[src/rtl/mpser_pkg.sv]
package mpser_pkg;

   typedef enum logic [1:0] {
      MODE_OFF    = 2'b00,
      MODE_BYTE   = 2'b01,
      MODE_NINE_A = 2'b10,
      MODE_NINE_B = 2'b11
   } frame_mode_e;

   typedef enum logic [1:0] {
      RX_IDLE,
      RX_START,
      RX_BITS
   } rx_state_e;

   // control register bit positions
   localparam int unsigned CB_MODE = 0;
   localparam int unsigned CB_RXEN = 2;
   localparam int unsigned CB_MPEN = 3;
   localparam int unsigned CB_TX9  = 4;
   localparam int unsigned CB_RX9  = 5;
   localparam int unsigned CB_RXF  = 6;
   localparam int unsigned CB_TXF  = 7;

   localparam int unsigned NUM_FLAGS = 2;

endpackage

[src/rtl/mpser_tx.sv]
module mpser_tx #(
   parameter int unsigned DATA_W = 8,
   parameter int unsigned OVS    = 16
) (
   input  logic              clk,
   input  logic              rst_n,
   input  logic              tick,
   input  logic              start,
   input  logic              nine,
   input  logic              bit9,
   input  logic [DATA_W-1:0] data,
   output logic              txd,
   output logic              fin
);
   localparam int unsigned CNT_W  = $clog2(OVS);
   localparam int unsigned LEFT_W = $clog2(DATA_W + 3);
   localparam logic [CNT_W-1:0]  CNT_LAST   = CNT_W'(OVS - 1);
   localparam logic [LEFT_W-1:0] LEFT_BYTE  = LEFT_W'(DATA_W + 1);
   localparam logic [LEFT_W-1:0] LEFT_NINE  = LEFT_W'(DATA_W + 2);

   logic [CNT_W-1:0]  cnt;
   logic [LEFT_W-1:0] left;
   logic [DATA_W:0]   sh;
   logic              busy_q;
   logic              txd_q;
   logic              load;
   logic              bit_end;

   assign load    = start & ~busy_q;
   assign bit_end = busy_q & tick & (cnt == CNT_LAST);
   assign fin     = bit_end & (left == '0);
   assign txd     = txd_q;

   always_ff @(posedge clk or negedge rst_n) begin
      if (!rst_n) begin
         busy_q <= 1'b0;
         txd_q  <= 1'b1;
         cnt    <= '0;
         left   <= '0;
         sh     <= '0;
      end else if (load) begin
         busy_q <= 1'b1;
         txd_q  <= 1'b0;
         cnt    <= '0;
         sh     <= {(nine ? bit9 : 1'b1), data};
         left   <= nine ? LEFT_NINE : LEFT_BYTE;
      end else if (busy_q && tick) begin
         if (cnt == CNT_LAST) begin
            cnt <= '0;
            if (left == '0) begin
               busy_q <= 1'b0;
            end else begin
               txd_q <= sh[0];
               sh    <= {1'b1, sh[DATA_W:1]};
               left  <= left - 1'b1;
            end
         end else begin
            cnt <= cnt + 1'b1;
         end
      end
   end

   a_r2_idle_high : assert property (@(posedge clk) disable iff (!rst_n)
      !busy_q |-> txd_q);

   a_r2_bit_hold : assert property (@(posedge clk) disable iff (!rst_n)
      busy_q && !bit_end |=> $stable(txd_q));

   a_r2_no_restart : assert property (@(posedge clk) disable iff (!rst_n)
      busy_q && start && !bit_end |=> $stable(sh) && $stable(left));

   a_r2_frame_end : assert property (@(posedge clk) disable iff (!rst_n)
      fin |=> !busy_q && txd_q);

endmodule

[src/rtl/mpser_rx.sv]
module mpser_rx
   import mpser_pkg::*;
#(
   parameter int unsigned DATA_W      = 8,
   parameter int unsigned OVS         = 16,
   parameter int unsigned SYNC_STAGES = 2
) (
   input  logic            clk,
   input  logic            rst_n,
   input  logic            tick,
   input  logic            en,
   input  logic            nine,
   input  logic            rxd,
   output logic            fin,
   output logic [DATA_W:0] word
);
   localparam int unsigned CNT_W = $clog2(OVS);
   localparam int unsigned IDX_W = $clog2(DATA_W + 2);
   localparam logic [CNT_W-1:0] CNT_LAST  = CNT_W'(OVS - 1);
   localparam logic [CNT_W-1:0] HALF_LAST = CNT_W'(OVS / 2 - 1);
   localparam logic [IDX_W-1:0] IDX_BYTE  = IDX_W'(DATA_W);
   localparam logic [IDX_W-1:0] IDX_NINE  = IDX_W'(DATA_W + 1);

   rx_state_e              state;
   logic [SYNC_STAGES-1:0] sync_q;
   logic                   prev_q;
   logic                   cur;
   logic [CNT_W-1:0]       cnt;
   logic [IDX_W-1:0]       idx;
   logic [IDX_W-1:0]       idx_last;
   logic [DATA_W:0]        sh;
   logic                   samp;
   logic                   store;

   assign cur      = sync_q[SYNC_STAGES-1];
   assign idx_last = nine ? IDX_NINE : IDX_BYTE;
   assign store    = (idx <= IDX_BYTE);
   assign samp     = (state == RX_BITS) & tick & (cnt == CNT_LAST);
   assign fin      = samp & (idx == idx_last) & en;
   assign word     = (samp & store) ? {cur, sh[DATA_W:1]} : sh;

   always_ff @(posedge clk or negedge rst_n) begin
      if (!rst_n) begin
         sync_q <= '1;
         prev_q <= 1'b1;
         state  <= RX_IDLE;
         cnt    <= '0;
         idx    <= '0;
         sh     <= '0;
      end else begin
         sync_q <= {sync_q[SYNC_STAGES-2:0], rxd};
         prev_q <= cur;
         if (!en) begin
            state <= RX_IDLE;
         end else begin
            case (state)
               RX_IDLE: begin
                  if (prev_q && !cur) begin
                     state <= RX_START;
                     cnt   <= '0;
                  end
               end
               RX_START: begin
                  if (tick) begin
                     if (cnt == HALF_LAST) begin
                        cnt   <= '0;
                        idx   <= '0;
                        state <= cur ? RX_IDLE : RX_BITS;
                     end else begin
                        cnt <= cnt + 1'b1;
                     end
                  end
               end
               RX_BITS: begin
                  if (tick) begin
                     if (cnt == CNT_LAST) begin
                        cnt <= '0;
                        if (store) sh <= {cur, sh[DATA_W:1]};
                        if (idx == idx_last) state <= RX_IDLE;
                        else                 idx   <= idx + 1'b1;
                     end else begin
                        cnt <= cnt + 1'b1;
                     end
                  end
               end
               default: state <= RX_IDLE;
            endcase
         end
      end
   end

   a_r3_disabled_idle : assert property (@(posedge clk) disable iff (!rst_n)
      !en |=> state == RX_IDLE);

   a_r8_false_start : assert property (@(posedge clk) disable iff (!rst_n)
      en && state == RX_START && tick && cnt == HALF_LAST && cur |=> state == RX_IDLE);

   a_r8_bits_after_start : assert property (@(posedge clk) disable iff (!rst_n)
      $rose(state == RX_BITS) |-> $past(state) == RX_START);

endmodule

[src/rtl/mpser_regs.sv]
module mpser_regs
   import mpser_pkg::*;
#(
   parameter int unsigned DATA_W = 8
) (
   input  logic              clk,
   input  logic              rst_n,
   input  logic              wr,
   input  logic              addr,
   input  logic [DATA_W-1:0] wdata,
   output logic [DATA_W-1:0] rdata,
   output frame_mode_e       mode,
   output logic              rx_en,
   output logic              tx9,
   output logic              tx_start,
   input  logic              tx_fin,
   input  logic              rx_fin,
   input  logic [DATA_W:0]   rx_word,
   output logic              irq
);
   frame_mode_e          mode_q;
   logic                 rxen_q;
   logic                 mpen_q;
   logic                 tx9_q;
   logic                 rx9_q;
   logic [DATA_W-1:0]    buf_q;
   logic [NUM_FLAGS-1:0] flags;
   logic [NUM_FLAGS-1:0] set_ev;
   logic                 ctrl_wr;
   logic                 nine;
   logic                 accept;
   logic [DATA_W-1:0]    ctrl_img;

   assign ctrl_wr  = wr & ~addr;
   assign tx_start = wr & addr & (mode_q != MODE_OFF);
   assign nine     = mode_q[1];
   assign accept   = rx_fin & (~(nine & mpen_q) | rx_word[DATA_W]);
   assign set_ev   = {tx_fin, accept};

   // flag index 0 is receive done, 1 is transmit done
   for (genvar i = 0; i < NUM_FLAGS; i++) begin : g_flag
      logic q;
      always_ff @(posedge clk or negedge rst_n) begin
         if (!rst_n) q <= 1'b0;
         else        q <= set_ev[i] | (q & ~(ctrl_wr & ~wdata[CB_RXF + i]));
      end
      assign flags[i] = q;
   end

   always_ff @(posedge clk or negedge rst_n) begin
      if (!rst_n) begin
         mode_q <= MODE_OFF;
         rxen_q <= 1'b0;
         mpen_q <= 1'b0;
         tx9_q  <= 1'b0;
         rx9_q  <= 1'b0;
         buf_q  <= '0;
      end else begin
         if (ctrl_wr) begin
            mode_q <= frame_mode_e'(wdata[CB_MODE +: 2]);
            rxen_q <= wdata[CB_RXEN];
            mpen_q <= wdata[CB_MPEN];
            tx9_q  <= wdata[CB_TX9];
            rx9_q  <= wdata[CB_RX9];
         end
         if (accept) begin
            buf_q <= rx_word[DATA_W-1:0];
            if (nine || !mpen_q) rx9_q <= rx_word[DATA_W];
         end
      end
   end

   always_comb begin
      ctrl_img                = '0;
      ctrl_img[CB_MODE +: 2]  = mode_q;
      ctrl_img[CB_RXEN]       = rxen_q;
      ctrl_img[CB_MPEN]       = mpen_q;
      ctrl_img[CB_TX9]        = tx9_q;
      ctrl_img[CB_RX9]        = rx9_q;
      ctrl_img[CB_RXF]        = flags[0];
      ctrl_img[CB_TXF]        = flags[1];
      rdata = addr ? buf_q : ctrl_img;
   end

   assign mode  = mode_q;
   assign rx_en = rxen_q;
   assign tx9   = tx9_q;
   assign irq   = |flags;

   a_r7_tx_set_wins : assert property (@(posedge clk) disable iff (!rst_n)
      tx_fin |=> flags[1]);

   a_r7_rx_set_wins : assert property (@(posedge clk) disable iff (!rst_n)
      accept |=> flags[0]);

   a_r6_tx_clear_by_zero : assert property (@(posedge clk) disable iff (!rst_n)
      $fell(flags[1]) |-> $past(ctrl_wr && !wdata[CB_TXF]));

   a_r6_rx_clear_by_zero : assert property (@(posedge clk) disable iff (!rst_n)
      $fell(flags[0]) |-> $past(ctrl_wr && !wdata[CB_RXF]));

   a_r6_rx_set_by_frame : assert property (@(posedge clk) disable iff (!rst_n)
      $rose(flags[0]) |-> $past(rx_fin));

   a_r5_filter_keeps_buffer : assert property (@(posedge clk) disable iff (!rst_n)
      rx_fin && nine && mpen_q && !rx_word[DATA_W] |=> $stable(buf_q));

endmodule

[src/rtl/mpser_port.sv]
module mpser_port
   import mpser_pkg::*;
#(
   parameter int unsigned DATA_W      = 8,
   parameter int unsigned OVS         = 16,
   parameter int unsigned SYNC_STAGES = 2
) (
   input  logic              clk,
   input  logic              rst_n,
   input  logic              baud_tick,
   input  logic              bus_wr,
   input  logic              bus_addr,
   input  logic [DATA_W-1:0] bus_wdata,
   output logic [DATA_W-1:0] bus_rdata,
   input  logic              ser_rx,
   output logic              ser_tx,
   output logic              irq
);
   if (DATA_W < 8) begin : g_bad_width
      $error("DATA_W must hold the eight control bits");
   end
   if (OVS < 4 || (OVS % 2) != 0) begin : g_bad_ovs
      $error("OVS must be even and at least 4");
   end
   if (SYNC_STAGES < 2) begin : g_bad_sync
      $error("SYNC_STAGES must be at least 2");
   end

   frame_mode_e     mode;
   logic            rx_en;
   logic            tx9;
   logic            tx_start;
   logic            tx_fin;
   logic            rx_fin;
   logic [DATA_W:0] rx_word;
   logic            port_on;

   assign port_on = (mode != MODE_OFF);

   mpser_regs #(.DATA_W(DATA_W)) u_regs (
      .clk      (clk),
      .rst_n    (rst_n),
      .wr       (bus_wr),
      .addr     (bus_addr),
      .wdata    (bus_wdata),
      .rdata    (bus_rdata),
      .mode     (mode),
      .rx_en    (rx_en),
      .tx9      (tx9),
      .tx_start (tx_start),
      .tx_fin   (tx_fin),
      .rx_fin   (rx_fin),
      .rx_word  (rx_word),
      .irq      (irq)
   );

   mpser_tx #(.DATA_W(DATA_W), .OVS(OVS)) u_tx (
      .clk   (clk),
      .rst_n (rst_n),
      .tick  (baud_tick),
      .start (tx_start),
      .nine  (mode[1]),
      .bit9  (tx9),
      .data  (bus_wdata),
      .txd   (ser_tx),
      .fin   (tx_fin)
   );

   mpser_rx #(.DATA_W(DATA_W), .OVS(OVS), .SYNC_STAGES(SYNC_STAGES)) u_rx (
      .clk   (clk),
      .rst_n (rst_n),
      .tick  (baud_tick),
      .en    (rx_en & port_on),
      .nine  (mode[1]),
      .rxd   (ser_rx),
      .fin   (rx_fin),
      .word  (rx_word)
   );

   a_r9_irq_follows_flags : assert property (@(posedge clk) disable iff (!rst_n)
      irq == (bus_addr ? irq : (bus_rdata[CB_TXF] | bus_rdata[CB_RXF])));

   a_r1_off_sends_nothing : assert property (@(posedge clk) disable iff (!rst_n)
      !port_on && ser_tx |=> ser_tx);

endmodule

[config.mk]
export PLATFORM = sky130hd
export DESIGN_NAME = mpser_port
export DESIGN_NICKNAME = d
export VERILOG_FILES = /design/src/rtl/mpser_pkg.sv /design/src/rtl/mpser_tx.sv /design/src/rtl/mpser_rx.sv /design/src/rtl/mpser_regs.sv /design/src/rtl/mpser_port.sv
export SDC_FILE = /design/constraint.sdc
export NUM_CORES = 1
export LEC_CHECK = 0
export ABC_CLOCK_PERIOD_IN_PS = 6210
export BUFFER_PORTS_ARGS = -buffer_cell sky130_fd_sc_hd__buf_2
export CELL_PAD_IN_SITES_DETAIL_PLACEMENT = 0
export CELL_PAD_IN_SITES_GLOBAL_PLACEMENT = 1
export CORE_MARGIN = 2
export CORE_UTILIZATION = 50
export DETAILED_ROUTE_END_ITERATION = 7
export PLACE_DENSITY = 0.87
export SLEW_MARGIN = 5
export SYNTH_ARGS = -nofsm -noshare
export SYNTH_HDL_FRONTEND = slang
export SYNTH_SLANG_ARGS = --single-unit
[constraint.sdc]
create_clock -name clk -period 6.21 [get_ports clk]
set_input_delay 0.9315 -clock clk [delete_from_list [all_inputs] [get_ports clk]]
set_output_delay 0.9315 -clock clk [all_outputs]
set_load 0.01 [all_outputs]
# Word level (Yosys, flattened, before mapping)
# Index checks and enable logic that the tools add are counted.
classes:
  n_addsub: 4
  magnitude_cmp: 1
  n_eq_ne: 19
  mux: 48
  n_bitwise: 29
  reduce_logical: 20
ops:
  columns: ["op", "count"]
  rows:
  - ["$mux 4", 17]
  - ["$mux 9", 5]
  - ["$and 1x1->1", 19]
  - ["$mux 2", 9]
  - ["$ne 3x3->1 const B", 6]
  - ["$mux 1", 13]
  - ["$add 4x1->4 const B", 3]
  - ["$pmux 4 s3", 1]
  - ["$reduce_and 5->1", 2]
  - ["$reduce_bool 2->1", 5]
  - ["$eq 4x4->1 const B", 2]
  - ["$mux 8", 1]
  - ["$ne 2x2->1 const B", 4]
  - ["$pmux 4 s2", 1]
  - ["$not 1->1", 7]
  - ["$reduce_and 7->1", 1]
  - ["$ne 2x1->1 const B", 3]
  - ["$pmux 2 s3", 1]
  - ["$reduce_and 3->1", 2]
  - ["$reduce_and 6->1", 1]
  - ["$eq 4x3->1 const B", 1]
  - ["$eq 4x4->1", 1]
  - ["$le 4x4->1 const B", 1]
  - ["$logic_not 4->1", 1]
  - ["10 further kinds", 14]
word_totals:
  reg_bits: 57
  inputBits: 14

# Longest topological paths before layout
depth:
  ltp_word: 8
  ltp_mapped: 8
  mapped_depth_nobuf: 7

# Modules after synthesis
# Synthesis repeated with hierarchy kept, for this count alone.
hier_totals:
  hier_cells: 299
  area_unflattened_um2: 3190.6
modules_own_cells:
  columns: ["mod", "n_inst", "cells_each", "area_each_um2"]
  rows:
  - ["mpser_rx", 1, 121, 1331.3]
  - ["mpser_tx", 1, 114, 1103.6]
  - ["mpser_regs", 1, 63, 748.2]
  - ["mpser_port", 1, 1, 7.5]

# Least setup slack after synthesis
# No wires, ideal clock.
synth_path:
  kind: "input to output"
  startpoint: "in bus_addr"
  endpoint: "out bus_rdata[0]"
  arrival_time_ns: 1.622
  path_slack_ns: 3.657
  stages: 2
  path_buffers: 1
  cell_sequence: "clkbuf_1 mux2_2"
synth_between:
  elab_chain_cells: 1
synth_lines:
  columns: ["element", "line", "rtl"]
  rows:
  - ["from (decl)", "mpser_port.sv:12", "input logic bus_addr,"]
  - ["$mux 8", "mpser_regs.sv:82", "rdata = addr ? buf_q : ctrl_img;"]
  - ["to (decl)", "mpser_port.sv:14", "output logic [DATA_W-1:0] bus_rdata,"]
# No other way between the ends.

# Worst setup path in the final report
layout_path:
  startpoint: "in bus_addr"
  endpoint: "out bus_rdata[6]"
# The elaborated chain is that of the path after synthesis.

==> out/results.ini <==
[sta]
slew_viol_final = 0
setup_violations = 0
fin_crit_sh_pct = 41.9
fmax_mhz = 385
post-route-min-period_ns = 2.60
hold_viol = 0
worstMarginPinSlew_ns = 0.722
setup_tns_ns = 0
finalClockSkew_ns = 0.00647
slew_headroom_pct = 51.8
rsz0062_at_grt = false
setup_slack_ns = 3.61

[yosys]
synthArstFlopShare_pct = 100
syn_avg_cell_area_um2 = 9.89
synth_enable_flop_cells = 0
yosysWarnings = 0
ys.flop_type = dfrtp_1
syn_inst = 290
ys_ff_latch = 57
synth_top_area_cell = dfrtp_1
synth_seq_area_share_pct = 49.9
yosys-top-cells-area = dfrtp_1 46%, nand2_1 7.5%, mux2_2 6.3%, ha_1 4.8%, mux2i_1 4.5%
ys_types = 44
synth_fp_nets = 315
syn_area_mm2 = 0.00287
synth_top_area_share_pct = 46.2

[setup_path]
worst_ep_required_time_ns = 5.28
reg2reg_depth = 7
r2r_end = u_rx.idx[3]
cp-end-kind = output port
cp-start-kind = input pin
r2r_start = u_rx.state[0]
worstPathMaxFanout = 12
arrival_ns = 1.67
crit_type = input pin to output port
rrSetupSlack_ns = 3.89

[hold_path]
hold_depth = 0
hold_path.startpoint = u_rx.sync_q[0]
hold_path_class = flip-flop to flip-flop
min_to = u_rx.sync_q[1]

[power]
leakagePower_nw = 1.52
power_density_mw_per_mm2 = 316
p_total_w = 0.00103
ir_worst_vdd_mv = 0.170

[die]
dieArea_mm2 = 0.00636
rows = 27
die_w_um = 79.7
ios = 24
fp.dieH_um = 79.7
initial_core_util_pct = 52.1
coreArea_mm2 = 0.00551

[outcome]
status = finished clean

[placement]
hpwlAfterDp_mm = 3.91
port_buffers = 23
gp_congestion = 0.765
dpl-instance-area_mm2 = 0.00305
pre_cts_ws_ns = 3.59

[global_routing]
grt-ovfl-total = 0
antenna_found_initial = 0
grt_pass1_vias = 2038
grt_pass1_wl_mm = 9.65
grt_max_degree = 58
grtUsageTotal_pct = 20.0

[detailed_routing]
drc = 0
drt_iter0_markers = 63
drt_wl_total_mm = 5.71
viasPerCell = 5.41
drtAntennaViolNets = 0
drt-pass1-iter-count = 4
vias = 2131
drt-wirelength-per-cell_um = 14.5

[final_layout]
utilization_pct = 59.4
final_layout_size_suffix_gt1_share_pct = 20.5
stdcell_area_mm2 = 0.00327
mostFrequentLayoutCells = 57 x nand2_1, 53 x dfrtp_1, 23 x buf_2, 21 x o21ai_0, 17 x nor2_1
layout_commonest_cell = nand2_1
antenna_cells = 0
area_delta_synth_final_pct = 14.0
layout.nets = 342

[cts]
clkSlewWorstSetupHoldPaths_ns = 0.06
cts_tree = built
cts_resized = 0
cts_buffers = 9
cts_root_buffer = clkbuf_8
clock_latency_ns = 0.34
htree_levels = 3
clk_path_buf_depth = 2
post_cts_buffers = 0
clock_sinks = 57
ctsHoldBuffers = 0

[run]
cap_violations = 0

==> where the power goes <==
part | switching (W) | internal, W
clock | 0.000144 | 0.000229
sequential | 0.0000540 | 0.000439
combinational | 0.0000946 | 0.0000736
total | 0.000293 | 0.000741
==> cell usage after synthesis, types with 2 or more instances <==
cell type	number
a21oi_1	6
a31oi_1	10
buf_2	5
clkbuf_1	5
dfrtp_1	53
dfstp_2	4
ha_1	11
inv_1	13
mux2_2	16
mux2i_1	13
nand2_1	57
nand2b_1	3
nand3_1	9
nor2_1	17
nor3_1	5
o211ai_1	2
o21a_1	2
o21ai_0	21
o21ai_1	4
o31ai_1	3
or3_1	4
or3b_1	2
or4_1	2
xor2_1	3
==> through the flow <==
| step | instances | hold WS (ns) |
|---|---|---|
| final | 394 | 0.355 |
| after global routing | 394 | 0.360 |
| after CTS | 394 | 0.356 |
| after floorplan | 290 | 0.345 |
| after global placement | 378 | 0.346 |
| after detailed placement | 378 | 0.347 |
==> registers in the layout, summed over array words and instances, names as in the netlist, 4 cells and up <==
name,flops
u_rx.cnt,4
u_rx.sh,9
u_tx.left,4
u_rx.idx,4
u_tx.sh,9
u_regs.buf_q,8
u_tx.cnt,4
==> layout make-up <==
class	count	area (µm²)
clock buffer	14	183
clock inverter	2	35.0
fill	491	2240
inverter	13	48.8
multi-input combinational	210	1340
sequential	57	1430
tap	72	90.1
timing repair buffer	26	138
==> cell families after synthesis <==
group,Yosys count,synth area share [%]
xor gates and xnor gates,4,1.22
and+or+nand+nor,112,18.8
muxes,29,10.8
AOI/OAI and AO/OA,54,11.2
DFF,57,49.9
buffers and inverters,23,3.23
adders and majority gates,11,4.80
==> critical path, stage by stage <==
cell and delay [ns]:
buf_2 0.23, mux2_2 0.36, buf_2 0.14
==> worst max-delay path by stage <==
| stage | startpoint | endpoint | slack [ns] | cells after the start |
|---|---|---|---|---|
| after global routing | bus_addr | bus_rdata[6] | 3.57 | 3 |
| final | bus_addr | bus_rdata[6] | 3.61 | 3 |
| after detailed placement | bus_addr | bus_rdata[7] | 3.59 | 3 |
| after floorplan | bus_addr | bus_rdata[0] | 3.66 | 2 |
| after global placement | bus_addr | bus_rdata[6] | 3.60 | 3 |
| after CTS | bus_addr | bus_rdata[7] | 3.59 | 3 |
==> routing by layer <==
| layer | vias up | share of wire [%] | global-route usage (%) |
|---|---|---|---|
| li1 | 1069 | - | - |
| met2 | 50 | 45 | 30.8 |
| met5 | - | 0 | 0 |
| met1 | 999 | 48 | 26.4 |
| met3 | 13 | 5.1 | 6.45 |
| met4 | 0 | 1.8 | 7.12 |
Note: power is estimated with default switching activity, not from simulation.
